<file path="config.mk">
export PLATFORM = sky130hd
export DESIGN_NAME = supply_prog_seq
export DESIGN_NICKNAME = d
export VERILOG_FILES = /design/src/rtl/supply_prog_pkg.sv /design/src/rtl/level_filter.sv /design/src/rtl/cal_store.sv /design/src/rtl/prog_fsm.sv /design/src/rtl/supply_prog_seq.sv
export SDC_FILE = /design/constraint.sdc
export NUM_CORES = 1
export LEC_CHECK = 0
export BUFFER_PORTS_ARGS = -buffer_cell sky130_fd_sc_hd__buf_2
export CAP_MARGIN = 20
export CELL_PAD_IN_SITES_DETAIL_PLACEMENT = 1
export CELL_PAD_IN_SITES_GLOBAL_PLACEMENT = 1
export CORE_ASPECT_RATIO = 0.9
export CORE_UTILIZATION = 48
export CTS_CLUSTER_DIAMETER = 60
export CTS_CLUSTER_SIZE = 12
export DETAILED_ROUTE_END_ITERATION = 7
export GPL_TIMING_DRIVEN = 0
export PLACE_DENSITY_LB_ADDON = 0.1
export SLEW_MARGIN = 25
export SYNTH_ARGS = -nofsm -noshare
export SYNTH_HDL_FRONTEND = slang
export SYNTH_SLANG_ARGS = --single-unit
</file>
<file path="constraint.sdc">
create_clock -name clk -period 3.6 [get_ports clk]
set_input_delay 0.18 -clock clk [delete_from_list [all_inputs] [get_ports clk]]
set_output_delay 0.18 -clock clk [all_outputs]
set_load 0.005 [all_outputs]
</file>
<file path="src/rtl/supply_prog_pkg.sv">
package supply_prog_pkg;
  localparam int LV_HI  = 0;
  localparam int LV_MID = 1;
  localparam int LV_LO  = 2;
  localparam int N_LV   = 3;

  typedef enum logic [2:0] {
    ST_IDLE,
    ST_CHECK,
    ST_ARMED,
    ST_ERASE,
    ST_DATA,
    ST_WAIT,
    ST_STORE,
    ST_DONE
  } seq_state_t;
endpackage

</file>
<file path="src/rtl/level_filter.sv">
module level_filter #(
  parameter int STABLE = 3
) (
  input  logic clk,
  input  logic rst,
  input  logic raw_i,
  output logic flt_o
);
  localparam int CW = $clog2(STABLE + 1);
  localparam logic [CW-1:0] LAST = CW'(STABLE - 1);

  logic          s1_q, s2_q;
  logic [CW-1:0] run_q;

  always_ff @(posedge clk) begin
    if (rst) begin
      s1_q  <= 1'b0;
      s2_q  <= 1'b0;
      run_q <= '0;
      flt_o <= 1'b0;
    end else begin
      s1_q <= raw_i;
      s2_q <= s1_q;
      if (s2_q == flt_o) begin
        run_q <= '0;
      end else if (run_q == LAST) begin
        run_q <= '0;
        flt_o <= s2_q;
      end else begin
        run_q <= run_q + 1'b1;
      end
    end
  end

  // the accepted value only flips after a disagreeing synchronized sample
  p_flip_needs_run_r2: assert property (@(posedge clk) disable iff (rst)
    (flt_o != $past(flt_o)) |-> ($past(s2_q) == flt_o));
endmodule

</file>
<file path="src/rtl/cal_store.sv">
module cal_store #(
  parameter int W        = 6,
  parameter int OP_CYC   = 164,
  parameter int MAX_PROG = 100
) (
  input  logic         clk,
  input  logic         rst,
  input  logic         erase_i,
  input  logic         store_i,
  input  logic [W-1:0] wdata_i,
  output logic [W-1:0] cal_o,
  output logic         done_o,
  output logic         locked_o
);
  localparam int TW = $clog2(OP_CYC + 1);
  localparam int PW = $clog2(MAX_PROG + 1);
  localparam logic [TW-1:0] T_END = TW'(OP_CYC - 1);
  localparam logic [PW-1:0] P_MAX = PW'(MAX_PROG);

  logic [TW-1:0] tmr_q;
  logic [PW-1:0] prog_q;
  logic          busy;

  assign busy     = erase_i | store_i;
  assign done_o   = busy && (tmr_q == T_END);
  assign locked_o = (prog_q >= P_MAX);

  always_ff @(posedge clk) begin
    if (rst) begin
      tmr_q  <= '0;
      prog_q <= '0;
      cal_o  <= '0;
    end else if (done_o) begin
      tmr_q <= '0;
      if (erase_i) begin
        cal_o <= '0;
      end else begin
        cal_o  <= wdata_i;
        prog_q <= prog_q + 1'b1;
      end
    end else if (busy) begin
      tmr_q <= tmr_q + 1'b1;
    end else begin
      tmr_q <= '0;
    end
  end

  // an erase never starts once the write limit is reached
  p_no_erase_locked_r10: assert property (@(posedge clk) disable iff (rst)
    $rose(erase_i) |-> (prog_q < P_MAX));
  // the stored value moves only at the end of a commanded operation
  p_cal_moves_r8: assert property (@(posedge clk) disable iff (rst)
    (cal_o != $past(cal_o)) |-> $past(erase_i || store_i));
  // erase and write are never commanded together
  p_single_cmd_r5: assert property (@(posedge clk) disable iff (rst)
    !(erase_i && store_i));
endmodule

</file>
<file path="src/rtl/prog_fsm.sv">
module prog_fsm
  import supply_prog_pkg::*;
#(
  parameter int W = 6
) (
  input  logic            clk,
  input  logic            rst,
  input  logic [N_LV-1:0] lvl_i,
  input  logic            motor_i,
  input  logic            done_i,
  input  logic            locked_i,
  output logic            erase_o,
  output logic            store_o,
  output logic            test_o,
  output logic            chk_o,
  output logic [W-1:0]    wdata_o,
  output logic            ovf_o
);
  localparam logic [W-1:0] CNT_TOP = '1;

  seq_state_t state_q, nxt;
  logic hi_d_q, lo_d_q;
  logic hi_rise, lo_rise, mid_on;

  assign hi_rise = lvl_i[LV_HI] & ~hi_d_q;
  assign lo_rise = lvl_i[LV_LO] & ~lo_d_q;
  assign mid_on  = lvl_i[LV_MID];

  always_comb begin
    nxt = state_q;
    unique case (state_q)
      ST_IDLE:  if (hi_rise) nxt = ST_CHECK;
      ST_CHECK: if (lo_rise) nxt = motor_i ? ST_ARMED : ST_IDLE;
      ST_ARMED: if (hi_rise) nxt = locked_i ? ST_CHECK : ST_ERASE;
      ST_ERASE: if (done_i)  nxt = ST_DATA;
      ST_DATA:  if (lo_rise) nxt = ST_WAIT;
      ST_WAIT:  if (hi_rise) nxt = ST_STORE;
      ST_STORE: if (done_i)  nxt = ST_DONE;
      ST_DONE:  if (lo_rise) nxt = ST_IDLE;
      default:  nxt = ST_IDLE;
    endcase
  end

  always_ff @(posedge clk) begin
    if (rst) begin
      state_q <= ST_IDLE;
      hi_d_q  <= 1'b0;
      lo_d_q  <= 1'b0;
      erase_o <= 1'b0;
      store_o <= 1'b0;
      test_o  <= 1'b0;
      chk_o   <= 1'b0;
      wdata_o <= '0;
      ovf_o   <= 1'b0;
    end else begin
      state_q <= nxt;
      hi_d_q  <= lvl_i[LV_HI];
      lo_d_q  <= lvl_i[LV_LO];
      erase_o <= (nxt == ST_ERASE);
      store_o <= (nxt == ST_STORE);
      test_o  <= (nxt == ST_DATA);
      chk_o   <= (nxt == ST_CHECK);
      if (state_q == ST_ARMED && nxt == ST_ERASE) begin
        wdata_o <= '0;
        ovf_o   <= 1'b0;
      end else if (state_q == ST_DATA && hi_rise && mid_on) begin
        if (wdata_o == CNT_TOP) ovf_o <= 1'b1;
        else                    wdata_o <= wdata_o + 1'b1;
      end
    end
  end

  // overflow is only flagged with the counter pinned at its top
  p_ovf_at_top_r7: assert property (@(posedge clk) disable iff (rst)
    ovf_o |-> (wdata_o == CNT_TOP));
  // the count moves by one step up or is cleared
  p_count_step_r6: assert property (@(posedge clk) disable iff (rst)
    (wdata_o != $past(wdata_o)) |-> (wdata_o == $past(wdata_o) + W'(1) || wdata_o == '0));
  // the erased indication only follows an erase
  p_test_after_erase_r5: assert property (@(posedge clk) disable iff (rst)
    $rose(test_o) |-> $past(erase_o));
  // arming only happens with a motor pulse present
  p_arm_needs_motor_r4: assert property (@(posedge clk) disable iff (rst)
    (state_q == ST_ARMED && $past(state_q) == ST_CHECK) |-> $past(motor_i));
endmodule

</file>
<file path="src/rtl/supply_prog_seq.sv">
module supply_prog_seq
  import supply_prog_pkg::*;
#(
  parameter int W        = 6,
  parameter int STABLE   = 3,
  parameter int OP_CYC   = 164,
  parameter int MAX_PROG = 100
) (
  input  logic         clk,
  input  logic         rst,
  input  logic         sup_hi_i,
  input  logic         sup_mid_i,
  input  logic         sup_lo_i,
  input  logic         motor_i,
  output logic         erase_o,
  output logic         store_o,
  output logic [W-1:0] wdata_o,
  output logic [W-1:0] cal_o,
  output logic         test_o,
  output logic         ovf_o,
  output logic         chk_o
);
  logic [N_LV-1:0] lvl_raw, lvl_flt;
  logic done, locked;

  assign lvl_raw[LV_HI]  = sup_hi_i;
  assign lvl_raw[LV_MID] = sup_mid_i;
  assign lvl_raw[LV_LO]  = sup_lo_i;

  for (genvar g = 0; g < N_LV; g++) begin : g_flt
    level_filter #(.STABLE(STABLE)) u_flt (
      .clk   (clk),
      .rst   (rst),
      .raw_i (lvl_raw[g]),
      .flt_o (lvl_flt[g])
    );
  end

  prog_fsm #(.W(W)) u_fsm (
    .clk      (clk),
    .rst      (rst),
    .lvl_i    (lvl_flt),
    .motor_i  (motor_i),
    .done_i   (done),
    .locked_i (locked),
    .erase_o  (erase_o),
    .store_o  (store_o),
    .test_o   (test_o),
    .chk_o    (chk_o),
    .wdata_o  (wdata_o),
    .ovf_o    (ovf_o)
  );

  cal_store #(.W(W), .OP_CYC(OP_CYC), .MAX_PROG(MAX_PROG)) u_cell (
    .clk      (clk),
    .rst      (rst),
    .erase_i  (erase_o),
    .store_i  (store_o),
    .wdata_i  (wdata_o),
    .cal_o    (cal_o),
    .done_o   (done),
    .locked_o (locked)
  );
endmodule

</file>
# Word level (Yosys, flattened, before mapping)
# Cells that the tools add are included.
op_classes:
  add_sub_neg: 6
  magnitude_cmp: 1
  n_eq_ne: 19
  n_mux: 12
  bitwise: 11
  n_reduce_logical: 16
op_table:
  columns: ["cell", "n"]
  rows:
  - ["$mux 3", 8]
  - ["$pmux 3 s8", 1]
  - ["$eq 3x3->1 const B", 6]
  - ["$reduce_and 2->1", 6]
  - ["$reduce_or 3->1", 4]
  - ["$eq 3x2->1 const B", 3]
  - ["$add 8x1->8 const B", 1]
  - ["$eq 8x8->1 const B", 1]
  - ["$not 1->1", 8]
  - ["$add 7x1->7 const B", 1]
  - ["$ge 7x7->1 const B", 1]
  - ["$add 2x1->2 const B", 3]
  - ["$add 6x1->6 const B", 1]
  - ["$eq 2x2->1 const B", 3]
  - ["$eq 3x1->1 const B", 2]
  - ["$eq 6x6->1 const B", 1]
  - ["$mux 6", 1]
  - ["$logic_and 1x1->1", 4]
  - ["$mux 2", 2]
  - ["$eq 1x1->1", 3]
  - ["$logic_not 3->1", 1]
  - ["$and 1x1->1", 2]
  - ["$reduce_or 2->1", 1]
  - ["$or 1x1->1", 1]
totals:
  regBits: 52
  input_bits: 6
  out_inout_bits: 17
  word_cells: 89

# Longest topological paths before layout
# Gate-level depths: netlist of the first run.
depth:
  word_depth: 7
  depth_mapped: 6
  mapped_depth_nobuf: 5

# Modules after synthesis
# A second synthesis of the first run with hierarchy kept.
hier_totals:
  hier_cells: 232
  area_unflattened_um2: 2194.6
modules_own_cells:
  columns: ["mod", "instances", "cells_each", "area_each_um2", "seq_area_each_um2"]
  rows:
  - ["cal_store", 1, 107, 927.1, 420.4]
  - ["prog_fsm", 1, 83, 775.7, 320.3]
  - ["level_filter", 3, 14, 163.9, 100.1]

# Least setup slack after synthesis of the first run
# No wires, ideal clock.
synth_path:
  kind: "reg2reg"
  from: "register u_fsm.wdata_o[0]"
  to: "register u_fsm.wdata_o[4]"
  setup_ns: 0.080
  arrival_time_ns: 1.798
  required_ns: 3.520
  path_slack_ns: 1.723
  stages_incl_launch_ff: 6
  n_path_buf: 0
  synth_period_minus_slack_ns: 1.877
  cell_sequence: "dfxtp_1 ha_1 inv_1 or4_4 or4_4 a211oi_2"
synth_between:
  elab_chain_len: 3
  word_cells_on_any_way: 4
  classes_between: "1 x add/sub; 1 x eq/ne; 1 x bitwise; 1 x reduce/logical"
synth_lines:
  columns: ["item", "line_no", "text"]
  rows:
  - ["from (decl)", "prog_fsm.sv:16", "output logic [W-1:0] wdata_o,"]
  - ["from (signal assigned)", "prog_fsm.sv:68", "else wdata_o <= wdata_o + 1'b1;"]
  - ["branches (longest 3 deep; another with $add 6x1->6)", null, null]
# Parallel ways; which one is timed is not known.
# A chain may end at the register's enable or synchronous reset.

# Worst setup path in the final report of the first run
layout_path:
  from: "register u_fsm.state_q[0]"
  to: "register u_fsm.test_o"
layout_between:
  elab_chain_len: 3
  word_cells_on_any_way: 18
  classes_between: "8 x eq/ne; 9 x mux; 1 x reduce/logical"
layout_lines:
  columns: ["item", "line_no", "text"]
  rows:
  - ["from (decl)", "prog_fsm.sv:21", "seq_state_t state_q, nxt;"]
  - ["from (signal assigned)", "prog_fsm.sv:56", "state_q <= nxt;"]
  - ["$eq 3x3->1 (tied with other cells)", "prog_fsm.sv:31", "unique case (state_q)"]
  - ["$pmux 3 s8 (*)", "prog_fsm.sv:31", null]
  - ["$eq 3x3->1 (*)", "prog_fsm.sv:61", "test_o <= (nxt == ST_DATA);"]
  - ["to (signal assigned)", "prog_fsm.sv:61", null]
  - ["to (decl)", "prog_fsm.sv:14", "output logic test_o,"]
# Every way passes the cells marked *; elsewhere a longest branch is shown, timed or not.

==> impl_metrics.prom, run 1 <==
# TYPE chip_impl_metric gauge
chip_impl_metric{name="period_minus_slack",unit="ps"} 2140
chip_impl_metric{name="rows",unit=""} 23
chip_impl_metric{name="p_switching",unit="µW"} 190
chip_impl_info{name="reg2reg_from",value="u_fsm.state_q[0]"} 1
chip_impl_metric{name="drt-pass1-iter-count",unit=""} 4
chip_impl_info{name="critical-path-slowest-cell",value="sky130_fd_sc_hd__or4bb_1"} 1
chip_impl_info{name="cp-end-kind",value="flip-flop"} 1
chip_impl_metric{name="cellPowerDensity",unit="nW/µm²"} 362
chip_impl_metric{name="worst_path_largest_cell_delay",unit="ps"} 440
chip_impl_metric{name="die_height",unit="µm"} 67.6
chip_impl_metric{name="final.setup.tns",unit="ps"} 0
chip_impl_metric{name="multiInputGateArea",unit="µm²"} 1160
chip_impl_info{name="root_buffer",value="sky130_fd_sc_hd__clkbuf_8"} 1
chip_impl_metric{name="final-hold-violation-count",unit=""} 0
chip_impl_metric{name="grt_pass1_vias",unit=""} 1916
chip_impl_metric{name="p_comb_share",unit="%"} 2.0
chip_impl_metric{name="antenna_left",unit=""} 0
chip_impl_metric{name="layout_worst_path_cycle_share",unit="%"} 59.5
chip_impl_metric{name="synth_area",unit="µm²"} 2300
chip_impl_metric{name="crit_path_max_fo",unit=""} 10
chip_impl_metric{name="gp_routability_congestion",unit=""} 0.829
chip_impl_metric{name="finalNetCount",unit=""} 290
chip_impl_metric{name="antenna_found_initial",unit=""} 0
chip_impl_info{name="most_common_cell_after_layout_fill_and_taps_aside",value="sky130_fd_sc_hd__dfxtp_1"} 1
chip_impl_metric{name="post_route_cells_drive_above_1_share",unit="%"} 15.5
chip_impl_info{name="run_status",value="finished clean"} 1
chip_impl_metric{name="reg2reg_setup_slack",unit="ps"} 1460
chip_impl_metric{name="ys.warnings.count",unit=""} 0
chip_impl_info{name="predominant_post_synthesis_flop_cell",value="sky130_fd_sc_hd__dfxtp_1"} 1
chip_impl_metric{name="vias",unit=""} 1862
chip_impl_info{name="setup.worst_path.class",value="reg -> reg"} 1
chip_impl_metric{name="timing.hold.worst_path_depth",unit=""} 2
chip_impl_info{name="critical-path-top-cell-by-count",value="sky130_fd_sc_hd__nor4_1"} 1
chip_impl_info{name="grt_setup_unrepaired",value="false"} 1
chip_impl_metric{name="die_w",unit="µm"} 74.9
chip_impl_info{name="final_cell_mix",value="52 x sky130_fd_sc_hd__dfxtp_1, 25 x sky130_fd_sc_hd__nor2_1, 22 x sky130_fd_sc_hd__buf_2"} 1
chip_impl_metric{name="postCtsSetupBuffers",unit=""} 0
chip_impl_metric{name="critical_path.n_buffers_inverters",unit=""} 1
chip_impl_metric{name="route.detailed.wl_per_inst",unit="µm"} 15.0
chip_impl_metric{name="regArea",unit="µm²"} 1040
chip_impl_metric{name="design_power_total",unit="µW"} 933
chip_impl_metric{name="layout.filler_cells",unit=""} 570
chip_impl_metric{name="postSynthRegisterBits",unit=""} 52
chip_impl_metric{name="grt.total_usage",unit="%"} 22.6
chip_impl_metric{name="synth.lib_cells_used.distinct",unit=""} 45
chip_impl_info{name="critical_path_start_type",value="flip-flop"} 1
chip_impl_metric{name="insertion_delay",unit="ps"} 300
chip_impl_metric{name="floorplan.io_pins",unit=""} 23
chip_impl_metric{name="grt_start_max_net_pins",unit=""} 15
chip_impl_metric{name="placeableCoreArea",unit="µm²"} 4520
chip_impl_metric{name="cts_resized",unit=""} 0
chip_impl_info{name="cts_tree",value="done"} 1
chip_impl_metric{name="leakagePower",unit="µW"} 0.000897
chip_impl_info{name="timing.hold.worst_endpoint",value="g_flt[0].u_flt.s1_q"} 1
chip_impl_metric{name="max-clock-path-buffers",unit=""} 2
chip_impl_metric{name="postSynthAreaPerCell",unit="µm²"} 9.26
chip_impl_metric{name="fin_skew",unit="ps"} 5.15
chip_impl_metric{name="routed_wirelength",unit="µm"} 5100
chip_impl_metric{name="grt_overflow",unit=""} 0
chip_impl_metric{name="timing.critical_path.required",unit="ps"} 3770
chip_impl_metric{name="power.internal",unit="µW"} 743
chip_impl_metric{name="met2_routed_wl",unit="µm"} 2510
chip_impl_metric{name="post_synth_edffs",unit=""} 0
chip_impl_metric{name="die_area",unit="µm²"} 5070
chip_impl_metric{name="timing.final.max_slew_violations",unit=""} 0
chip_impl_metric{name="share_seq_of_total_power",unit="%"} 62.2
chip_impl_metric{name="route.detailed.vias_per_inst",unit=""} 5.48
chip_impl_info{name="timing.hold.worst.start",value="sup_hi_i"} 1
chip_impl_metric{name="drt_first_iter_violations",unit=""} 65
chip_impl_metric{name="clkTransAtPathRegs",unit="ps"} 80
chip_impl_metric{name="syn_to_final_growth",unit="%"} 12.1
chip_impl_metric{name="routed-wl-met3",unit="µm"} 115
chip_impl_metric{name="numClockSinks",unit=""} 52
chip_impl_metric{name="max_slew.worst_pin.slew",unit="ps"} 821
chip_impl_metric{name="dpl.hpwl",unit="µm"} 3870
chip_impl_info{name="critical-path-top-delay-family",value="simple AND/OR/NAND/NOR gates"} 1
chip_impl_metric{name="postSynthCellCount",unit=""} 248
chip_impl_metric{name="port_buffers",unit=""} 22
chip_impl_metric{name="power.clock.fraction",unit="%"} 35.8
chip_impl_metric{name="numCtsBuffers",unit=""} 5
chip_impl_metric{name="wire_length_of_the_first_global_routing_pass",unit="µm"} 8540
chip_impl_metric{name="r2r_cells",unit=""} 5
chip_impl_metric{name="asyncSetResetFlopFracSynth",unit="%"} 0
chip_impl_metric{name="achievable-frequency",unit="MHz"} 467
chip_impl_metric{name="yosysSeqAreaShare",unit="%"} 45.3
chip_impl_info{name="top_signal_layer_used",value="met4"} 1
chip_impl_metric{name="initial_utilization",unit="%"} 50.8
chip_impl_info{name="crit-reg2reg-capture",value="u_fsm.test_o"} 1
chip_impl_metric{name="critical_path_arrival",unit="ps"} 2310
chip_impl_info{name="timing.hold.worst.class",value="in -> reg"} 1
chip_impl_info{name="cp_cell_sequence",value="clkbuf_1 -> or4bb_1 -> nor4_1 -> nor2_1 -> nor4_1"} 1
chip_impl_metric{name="holdBufCountCts",unit=""} 0
chip_impl_metric{name="drc_errors",unit=""} 0
chip_impl_metric{name="worst_ir_drop_vdd",unit="mV"} 0.283
chip_impl_metric{name="synth.net_count",unit=""} 261
chip_impl_metric{name="swShare",unit="%"} 20.4
chip_impl_metric{name="maxSlewHeadroom",unit="%"} 43.9
chip_impl_metric{name="insertedDiodeCount",unit=""} 0
chip_impl_metric{name="detail_route.wirelength.met1",unit="µm"} 2410
chip_impl_metric{name="cap_viol_max_count",unit=""} 0
chip_impl_metric{name="cts_max_level",unit=""} 2
chip_impl_metric{name="setup-violations-final",unit=""} 0
power groups by stage:
stage               clock network [µW]  logic (µW)  registers [µW]
floorplan                            0        11.3             594
global placement                     0        18.7             594
detailed placement                   0        19.0             594
CTS                                345        19.1             581
global route                       363        20.9             581
finish                             334        18.6             581
metrics by stage:
step / utilization (%) / hold slack, ps / setup slack [ps] / cell area (µm²) / cells
global route: 57.0 / 104 / 1210 / 2570 / 340
finish: 57.0 / 85.9 / 1460 / 2570 / 340
global placement: 55.0 / 388 / 1450 / 2480 / 332
CTS: 57.0 / 79.3 / 1430 / 2570 / 340
detailed placement: 55.0 / 395 / 1470 / 2480 / 332
floorplan: - / 308 / 1720 / 2300 / 248
worst reg2reg max path: stages (launching register included):
cell                       delay, ps
sky130_fd_sc_hd__dfxtp_1         410
sky130_fd_sc_hd__clkbuf_1        400
sky130_fd_sc_hd__or4bb_1         440
sky130_fd_sc_hd__nor4_1          240
sky130_fd_sc_hd__nor2_1          140
sky130_fd_sc_hd__nor4_1          370
synth_stat cells, types with 2 or more instances:
cell | instances | area [µm²]
sky130_fd_sc_hd__or2_2 | 2 | 12.5
sky130_fd_sc_hd__or4_4 | 3 | 33.8
sky130_fd_sc_hd__nor2_1 | 25 | 93.8
sky130_fd_sc_hd__or3b_2 | 3 | 26.3
sky130_fd_sc_hd__a211oi_1 | 3 | 22.5
sky130_fd_sc_hd__clkbuf_1 | 8 | 30.0
sky130_fd_sc_hd__or3_1 | 6 | 37.5
sky130_fd_sc_hd__nand3_1 | 11 | 55.1
sky130_fd_sc_hd__ha_1 | 7 | 87.6
sky130_fd_sc_hd__dfxtp_1 | 52 | 1040
sky130_fd_sc_hd__xor2_1 | 2 | 17.5
sky130_fd_sc_hd__inv_1 | 14 | 52.6
sky130_fd_sc_hd__nor3_1 | 9 | 45.0
sky130_fd_sc_hd__o21ai_0 | 4 | 20.0
sky130_fd_sc_hd__mux2_2 | 2 | 22.5
sky130_fd_sc_hd__nor2b_1 | 9 | 56.3
sky130_fd_sc_hd__nand3b_1 | 2 | 15.0
sky130_fd_sc_hd__mux2i_1 | 6 | 60.1
sky130_fd_sc_hd__nand2b_1 | 3 | 18.8
sky130_fd_sc_hd__xnor2_1 | 9 | 78.8
sky130_fd_sc_hd__a2111oi_0 | 3 | 26.3
sky130_fd_sc_hd__or4_1 | 5 | 37.5
sky130_fd_sc_hd__and4_1 | 3 | 26.3
sky130_fd_sc_hd__nand2_1 | 17 | 63.8
sky130_fd_sc_hd__a21oi_1 | 13 | 65.1
sky130_fd_sc_hd__nor4_1 | 4 | 25.0
sky130_fd_sc_hd__o31ai_1 | 5 | 37.5
layer usage:
| layer | up-vias | global-route usage (%) |
|---|---|---|
| met4 | 0 | 7.55 |
| met5 | - | 0 |
| li1 | 939 | - |
| met2 | 19 | 41.4 |
| met3 | 6 | 4.03 |
| met1 | 898 | 26.4 |
state kept, by name, summed over array words and instances, names as in the netlist:
name	count
u_cell.tmr_q	8
u_fsm.chk_o	1
u_fsm.wdata_o	6
g_flt.u_flt.run_q	6
g_flt.u_flt.s1_q	3
u_cell.cal_o	6
u_fsm.lo_d_q	1
u_fsm.erase_o	1
u_fsm.test_o	1
u_fsm.ovf_o	1
u_fsm.state_q	3
u_cell.prog_q	7
g_flt.u_flt.s2_q	3
g_flt.u_flt.flt_o	3
u_fsm.store_o	1
u_fsm.hi_d_q	1
worst max-delay path by stage:
stage / slack, ps / start / endpoint / cells past startpoint
2_1_floorplan: 1720 / u_fsm.wdata_o[0] / u_fsm.wdata_o[4] / 5
3_3_place_gp: 1450 / u_cell.tmr_q[0] / u_fsm.chk_o / 5
3_5_place_dp: 1470 / u_cell.tmr_q[0] / u_fsm.chk_o / 5
4_1_cts: 1430 / u_fsm.state_q[0] / u_fsm.test_o / 5
5_1_grt: 1210 / u_fsm.state_q[0] / u_fsm.test_o / 5
6_report: 1460 / u_fsm.state_q[0] / u_fsm.test_o / 5
logic make-up after synthesis:
group,after synthesis,synth area share (%)
AOI/OAI and AO/OA,38,12.3
xor gates and xnor gates,11,4.19
adders and majority gates,7,3.81
buffers and inverters,23,4.08
DFF,52,45.3
muxes,8,3.59
and+or+nand+nor,109,26.7
cell type report:
| type | count | share of cell area, % |
|---|---|---|
| multi-input cells | 173 | 45.1 |
| plain buffers | 9 | 1.60 |
| flip-flops and latches | 52 | 40.4 |
| repair buffers | 22 | 4.28 |
| well taps | 62 | 3.01 |
| clock buffers | 8 | 3.50 |
| inverters | 14 | 2.04 |
No activity file was read; power rests on OpenSTA's default activity.
==> run 2, diff against run 1 <==
--- a/config.mk
+++ b/config.mk
@@ -10,7 +10,7 @@
 export CELL_PAD_IN_SITES_DETAIL_PLACEMENT = 1
 export CELL_PAD_IN_SITES_GLOBAL_PLACEMENT = 1
 export CORE_ASPECT_RATIO = 0.9
-export CORE_UTILIZATION = 48
+export CORE_UTILIZATION = 44
 export CTS_CLUSTER_DIAMETER = 60
 export CTS_CLUSTER_SIZE = 12
 export DETAILED_ROUTE_END_ITERATION = 7
==> constraint.sdc (replaced) <==
create_clock -name clk -period 2.2 [get_ports clk]
set_input_delay 0.11 -clock clk [delete_from_list [all_inputs] [get_ports clk]]
set_output_delay 0.11 -clock clk [all_outputs]
set_load 0.005 [all_outputs]
==> run 2 against run 1 <==
Effect of this change: maximum frequency grew 3.9%; largest cell class unchanged; cell count grew 0.88%; non-clock buffer count is the same; register-to-register slack lost 1300 ps; via count shrank 0.27%; cell area grew 0.68%; worst setup slack lost 1300 ps; critical path depth grew 1; core utilization shrank 4.4 points; highest routed layer unchanged; critical endpoint is now u_cell.prog_q[4].
==> impl_metrics.prom, run 2 (synthesis results as in run 1) <==
# TYPE chip_impl_metric gauge
chip_impl_info{name="critical-path-top-delay-family",value="simple AND/OR/NAND/NOR gates"} 1
chip_impl_metric{name="finalNetCount",unit=""} 290
chip_impl_metric{name="dpl_worst_slack",unit="ps"} 14.1
chip_impl_metric{name="timing.hold.worst_path_depth",unit=""} 2
chip_impl_metric{name="holdBufCountCts",unit=""} 0
chip_impl_info{name="run_status",value="finished clean"} 1
chip_impl_metric{name="dpl.hpwl",unit="µm"} 3620
chip_impl_metric{name="r2r_cells",unit=""} 6
chip_impl_metric{name="max_slew.worst_pin.slew",unit="ps"} 635
chip_impl_metric{name="drt-pass1-iter-count",unit=""} 4
chip_impl_metric{name="route.detailed.wl_per_inst",unit="µm"} 14.2
chip_impl_metric{name="grt.total_usage",unit="%"} 19.2
chip_impl_info{name="critical_path_start_type",value="flip-flop"} 1
chip_impl_info{name="root_buffer",value="sky130_fd_sc_hd__clkbuf_8"} 1
chip_impl_metric{name="fin_skew",unit="ps"} 16.1
chip_impl_metric{name="placeableCoreArea",unit="µm²"} 4920
chip_impl_metric{name="die_height",unit="µm"} 70.6
chip_impl_metric{name="layout_worst_path_cycle_share",unit="%"} 93.7
chip_impl_metric{name="die_area",unit="µm²"} 5510
chip_impl_info{name="critical-path-slowest-cell",value="sky130_fd_sc_hd__or4_1"} 1
chip_impl_metric{name="worst_ir_drop_vdd",unit="mV"} 0.352
chip_impl_metric{name="syn_to_final_growth",unit="%"} 12.9
chip_impl_info{name="final_cell_mix",value="52 x sky130_fd_sc_hd__dfxtp_1, 25 x sky130_fd_sc_hd__nor2_1, 22 x sky130_fd_sc_hd__buf_2"} 1
chip_impl_metric{name="cts_resized",unit=""} 1
chip_impl_metric{name="max-clock-path-buffers",unit=""} 2
chip_impl_metric{name="insertedDiodeCount",unit=""} 0
chip_impl_metric{name="timing.critical_path.required",unit="ps"} 2440
chip_impl_metric{name="maxSlewHeadroom",unit="%"} 57.1
chip_impl_metric{name="grt_start_max_net_pins",unit=""} 17
chip_impl_metric{name="routed_wirelength",unit="µm"} 4850
chip_impl_metric{name="gp_routability_congestion",unit=""} 0.816
chip_impl_metric{name="critical_path.n_buffers_inverters",unit=""} 1
chip_impl_info{name="timing.hold.worst.start",value="sup_mid_i"} 1
chip_impl_metric{name="number_of_cells_on_the_critical_path",unit=""} 6
chip_impl_metric{name="reg2reg_setup_slack",unit="ps"} 140
chip_impl_metric{name="numClockSinks",unit=""} 52
chip_impl_info{name="reg2reg_from",value="u_cell.tmr_q[0]"} 1
chip_impl_metric{name="post_route_cells_drive_above_1_share",unit="%"} 16.9
chip_impl_metric{name="crit_path_max_fo",unit=""} 10
chip_impl_metric{name="cts_max_level",unit=""} 2
chip_impl_metric{name="largest_reg_flops",unit=""} 8
chip_impl_metric{name="drc_errors",unit=""} 0
chip_impl_metric{name="setup-violations-final",unit=""} 0
chip_impl_metric{name="insertion_delay",unit="ps"} 310
chip_impl_metric{name="port_buffers",unit=""} 22
chip_impl_metric{name="cap_viol_max_count",unit=""} 0
chip_impl_metric{name="worst_path_largest_cell_delay",unit="ps"} 500
chip_impl_metric{name="route.detailed.vias_per_inst",unit=""} 5.41
chip_impl_metric{name="timing.final.max_slew_violations",unit=""} 0
chip_impl_info{name="cts_tree",value="done"} 1
chip_impl_metric{name="die_w",unit="µm"} 78.2
chip_impl_info{name="regMostFlops",value="u_cell.tmr_q"} 1
chip_impl_metric{name="drt_first_iter_violations",unit=""} 46
chip_impl_metric{name="vias",unit=""} 1857
chip_impl_info{name="timing.hold.worst_endpoint",value="g_flt[1].u_flt.s1_q"} 1
chip_impl_metric{name="postCtsSetupBuffers",unit=""} 0
chip_impl_metric{name="wire_length_of_the_first_global_routing_pass",unit="µm"} 8340
chip_impl_metric{name="final.setup.tns",unit="ps"} 0
chip_impl_info{name="crit-reg2reg-capture",value="u_cell.prog_q[4]"} 1
chip_impl_metric{name="rows",unit=""} 24
chip_impl_metric{name="final-hold-violation-count",unit=""} 0
chip_impl_info{name="most_common_cell_after_layout_fill_and_taps_aside",value="sky130_fd_sc_hd__dfxtp_1"} 1
chip_impl_info{name="reg_top3",value="u_cell.tmr_q x8, u_cell.prog_q x7"} 1
chip_impl_info{name="setup.worst_path.class",value="reg -> reg"} 1
chip_impl_metric{name="postLayoutSetupSlackWorst",unit="ps"} 139
chip_impl_metric{name="period_minus_slack",unit="ps"} 2060
chip_impl_metric{name="numCtsBuffers",unit=""} 5
chip_impl_metric{name="achievable-frequency",unit="MHz"} 485
chip_impl_metric{name="cellPowerDensity",unit="nW/µm²"} 586
chip_impl_info{name="timing.hold.worst.class",value="in -> reg"} 1
chip_impl_info{name="cp-end-kind",value="flip-flop"} 1
chip_impl_metric{name="antenna_found_initial",unit=""} 0
chip_impl_metric{name="critical_path_arrival",unit="ps"} 2300
chip_impl_info{name="grt_setup_unrepaired",value="false"} 1
chip_impl_metric{name="antenna_left",unit=""} 0
chip_impl_metric{name="grt_overflow",unit=""} 0
chip_impl_metric{name="grt_pass1_vias",unit=""} 1827
chip_impl_metric{name="initial_utilization",unit="%"} 46.6
chip_impl_metric{name="floorplan.io_pins",unit=""} 23
chip_impl_metric{name="leakagePower",unit="µW"} 0.000896
chip_impl_info{name="cp_cell_sequence",value="ha_1 -> and4bb_2 -> nand4_1 -> clkbuf_2 -> or4_1 -> a21oi_1"} 1
chip_impl_metric{name="clkTransAtPathRegs",unit="ps"} 100
## run 2: stage by stage
stage	hold WS, ps	instance area (µm²)	total power, µW	utilization [%]	cells
after floorplan	238	2300	990	-	248
after global placement	325	2490	1000	50.5	335
after detailed placement	327	2490	1000	50.5	335
after CTS	3.83	2580	1550	52.4	343
after global routing	6.32	2590	1590	52.6	343
final	10.4	2590	1520	52.6	343
## run 2: how the worst max path moves through the flow
stage                      from  slack, ps          endpoint
6_report        u_cell.tmr_q[0]        140  u_cell.prog_q[4]
5_1_grt         u_cell.tmr_q[0]          2  u_cell.prog_q[3]
4_1_cts         u_cell.tmr_q[0]         50       u_fsm.chk_o
3_5_place_dp    u_cell.tmr_q[0]         10       u_fsm.chk_o
3_3_place_gp    u_cell.tmr_q[0]         50       u_fsm.chk_o
2_1_floorplan  u_fsm.wdata_o[0]        320  u_fsm.wdata_o[4]
## run 2: where the power goes
group          internal, µW  switching [µW]
logic                  11.6            19.5
registers               947            2.73
clock network           227             311
## run 2: layer usage
metal | track usage [%] | vias to the layer above | share of wire, %
li1 | - | 939 | -
met1 | 24.4 | 883 | 50
met2 | 32.8 | 31 | 47
met3 | 4.13 | 4 | 3.2
met4 | 5.56 | 0 | 0.43
met5 | 0 | - | 0
## run 2: layout make-up
type	instances	area, µm²
Fill cell	602	2330
Timing Repair Buffer	22	110
Inverter	14	52.6
Multi-Input combinational cell	173	1180
Buffer	9	42.5
Clock inverter	2	16.3
Sequential cell	52	1040
Tap cell	65	81.3
Clock buffer	6	72.6
==> run 3, diff against run 2 <==
--- a/config.mk
+++ b/config.mk
@@ -15,6 +15,7 @@
 export CTS_CLUSTER_SIZE = 12
 export DETAILED_ROUTE_END_ITERATION = 7
 export GPL_TIMING_DRIVEN = 0
+export MAX_ROUTING_LAYER = met4
 export PLACE_DENSITY_LB_ADDON = 0.1
 export SLEW_MARGIN = 25
 export SYNTH_ARGS = -nofsm -noshare
==> run 3 against run 2 <==
Effect of this change: core utilization unchanged; clock power about the same; count of clock-buffer cells in the layout unchanged; via count down 0.32%; sequential power about the same; combinational power about the same; total power about the same; cell area unchanged; critical path type unchanged; largest cell class unchanged.
==> impl_metrics.prom, run 3 (synthesis results as in run 1) <==
# TYPE chip_impl_metric gauge
chip_impl_metric{name="timing.critical_path.required",unit="ps"} 2440
chip_impl_metric{name="drt_first_iter_violations",unit=""} 43
chip_impl_info{name="reg2reg_from",value="u_cell.tmr_q[0]"} 1
chip_impl_metric{name="final.setup.tns",unit="ps"} 0
chip_impl_info{name="run_status",value="finished clean"} 1
chip_impl_metric{name="antenna_left",unit=""} 0
chip_impl_metric{name="critical_path_arrival",unit="ps"} 2300
chip_impl_metric{name="port_buffers",unit=""} 22
chip_impl_info{name="critical_path_start_type",value="flip-flop"} 1
chip_impl_metric{name="gp_routability_congestion",unit=""} 0.828
chip_impl_info{name="critical-path-slowest-cell",value="sky130_fd_sc_hd__or4_1"} 1
chip_impl_metric{name="dpl.hpwl",unit="µm"} 3620
chip_impl_metric{name="worst_ir_drop_vdd",unit="mV"} 0.352
chip_impl_metric{name="floorplan.io_pins",unit=""} 23
chip_impl_metric{name="final.hold.worst_slack",unit="ps"} 10.8
chip_impl_metric{name="numClockSinks",unit=""} 52
chip_impl_metric{name="syn_to_final_growth",unit="%"} 12.9
chip_impl_metric{name="clkTransAtPathRegs",unit="ps"} 100
chip_impl_metric{name="rows",unit=""} 24
chip_impl_metric{name="initial_utilization",unit="%"} 46.6
chip_impl_metric{name="wire_length_of_the_first_global_routing_pass",unit="µm"} 8340
chip_impl_metric{name="max-clock-path-buffers",unit=""} 2
chip_impl_metric{name="holdBufCountCts",unit=""} 0
chip_impl_metric{name="die_w",unit="µm"} 78.2
chip_impl_info{name="most_common_cell_after_layout_fill_and_taps_aside",value="sky130_fd_sc_hd__dfxtp_1"} 1
chip_impl_metric{name="critical_path.n_buffers_inverters",unit=""} 1
chip_impl_metric{name="numCtsBuffers",unit=""} 5
chip_impl_info{name="reg_top3",value="u_cell.tmr_q x8, u_cell.prog_q x7"} 1
chip_impl_metric{name="grt_start_max_net_pins",unit=""} 17
chip_impl_info{name="critical-path-top-delay-family",value="simple AND/OR/NAND/NOR gates"} 1
chip_impl_metric{name="setup-violations-final",unit=""} 0
chip_impl_metric{name="final-hold-violation-count",unit=""} 0
chip_impl_metric{name="finalNetCount",unit=""} 290
chip_impl_metric{name="final_util",unit="%"} 52.6
chip_impl_metric{name="worst_path_largest_cell_delay",unit="ps"} 500
chip_impl_metric{name="layout.cell_area.non_filler",unit="µm²"} 2590
chip_impl_metric{name="die_area",unit="µm²"} 5510
chip_impl_metric{name="insertedDiodeCount",unit=""} 0
chip_impl_metric{name="grt_overflow",unit=""} 0
chip_impl_metric{name="placeableCoreArea",unit="µm²"} 4920
chip_impl_info{name="timing.hold.worst.class",value="in -> reg"} 1
chip_impl_info{name="root_buffer",value="sky130_fd_sc_hd__clkbuf_8"} 1
chip_impl_metric{name="postCtsSetupBuffers",unit=""} 0
chip_impl_metric{name="post-place-cells",unit=""} 335
chip_impl_metric{name="drt-pass1-iter-count",unit=""} 4
chip_impl_metric{name="route.detailed.wl_per_inst",unit="µm"} 14.1
chip_impl_metric{name="maxSlewHeadroom",unit="%"} 57.1
chip_impl_info{name="cp-end-kind",value="flip-flop"} 1
chip_impl_metric{name="cap_viol_max_count",unit=""} 0
chip_impl_info{name="cts_tree",value="done"} 1
chip_impl_info{name="timing.hold.worst.start",value="sup_mid_i"} 1
chip_impl_metric{name="insertion_delay",unit="ps"} 310
chip_impl_metric{name="grt.total_usage",unit="%"} 19.8
chip_impl_metric{name="routed_wirelength",unit="µm"} 4850
chip_impl_info{name="grt_setup_unrepaired",value="false"} 1
chip_impl_metric{name="largest_reg_flops",unit=""} 8
chip_impl_info{name="cp_cell_sequence",value="ha_1 -> and4bb_2 -> nand4_1 -> clkbuf_2 -> or4_1 -> a21oi_1"} 1
chip_impl_metric{name="achievable-frequency",unit="MHz"} 485
chip_impl_metric{name="cts_max_level",unit=""} 2
chip_impl_metric{name="antenna_found_initial",unit=""} 0
chip_impl_metric{name="crit_path_max_fo",unit=""} 10
chip_impl_metric{name="leakagePower",unit="µW"} 0.000896
chip_impl_metric{name="placed_area",unit="µm²"} 2490
chip_impl_metric{name="post_route_cells_drive_above_1_share",unit="%"} 16.9
chip_impl_info{name="cp_startpoint",value="u_cell.tmr_q[0]"} 1
chip_impl_metric{name="max_slew.worst_pin.slew",unit="ps"} 635
chip_impl_metric{name="die_height",unit="µm"} 70.6
chip_impl_metric{name="cellPowerDensity",unit="nW/µm²"} 586
chip_impl_metric{name="fin_skew",unit="ps"} 16.0
chip_impl_metric{name="layout_worst_path_cycle_share",unit="%"} 93.7
chip_impl_metric{name="timing.final.max_slew_violations",unit=""} 0
chip_impl_metric{name="grt_pass1_vias",unit=""} 1830
chip_impl_metric{name="route.detailed.vias_per_inst",unit=""} 5.40
chip_impl_metric{name="period_minus_slack",unit="ps"} 2060
chip_impl_info{name="regMostFlops",value="u_cell.tmr_q"} 1
chip_impl_metric{name="drc_errors",unit=""} 0
chip_impl_metric{name="vias",unit=""} 1851
chip_impl_metric{name="layout.filler_cells",unit=""} 602
chip_impl_metric{name="final_cells",unit=""} 343
chip_impl_info{name="final_cell_mix",value="52 x sky130_fd_sc_hd__dfxtp_1, 25 x sky130_fd_sc_hd__nor2_1, 22 x sky130_fd_sc_hd__buf_2"} 1
chip_impl_info{name="setup.worst_path.class",value="reg -> reg"} 1
[run 3: layout make-up]
| cell class | count | area, µm² | area share, % |
|---|---|---|---|
| Clock buffer | 6 | 72.6 | 2.80 |
| Clock inverter | 2 | 16.3 | 0.627 |
| Sequential cell | 52 | 1040 | 40.2 |
| Buffer | 9 | 42.5 | 1.64 |
| Multi-Input combinational cell | 173 | 1180 | 45.4 |
| Inverter | 14 | 52.6 | 2.03 |
| Timing Repair Buffer | 22 | 110 | 4.25 |
| Tap cell | 65 | 81.3 | 3.14 |
[run 3: worst paths after layout]
kind / end / slack [ps] / depth (start not counted)
worst max-delay path: u_cell.prog_q[4] / 140 / 6
worst min-delay path: g_flt[1].u_flt.s1_q / 10 / 2
worst max register to register: u_cell.prog_q[4] / 140 / 6
worst min register to register: g_flt[2].u_flt.run_q[0] / 410 / 1
[run 3: layer usage]
metal / vias to the layer above / global-route usage [%] / routed length, µm
li1: 939 / - / -
met1: 879 / 24.4 / 2410
met2: 29 / 32.8 / 2270
met3: 4 / 4.13 / 144
met4: 0 / 5.56 / 21
met5: - / - / 0
[run 3: where the power goes]
part / switching (µW) / leakage (µW) / internal (µW)
clock network: 310 / 0.0000414 / 227
registers: 2.73 / 0.000420 / 947
logic: 19.5 / 0.000435 / 11.6
[run 3: stage by stage]
stage / total power, µW / worst slack [ps]
2_1_floorplan: 990 / 323
3_3_place_gp: 1000 / 46.1
3_5_place_dp: 1000 / 14.1
4_1_cts: 1550 / 52.5
5_1_grt: 1590 / 2.20
6_report: 1520 / 139
[run 3: what timing repair did]
item	in CTS	in global routing
hold endpoints to repair	0	0
gates resized for setup	1	6
pin swaps	0	0
setup endpoints to repair	1	7
[run 3: worst reg2reg max path: cells and delay by family, from the launching register on]
kind	cells	cell delay (ps)
AO/OA/AOI/OAI	1	150
adder cells (fa/ha/maj)	1	280
buffers and inverters	1	230
flip-flops	1	380
AND/OR/NAND/NOR	3	950
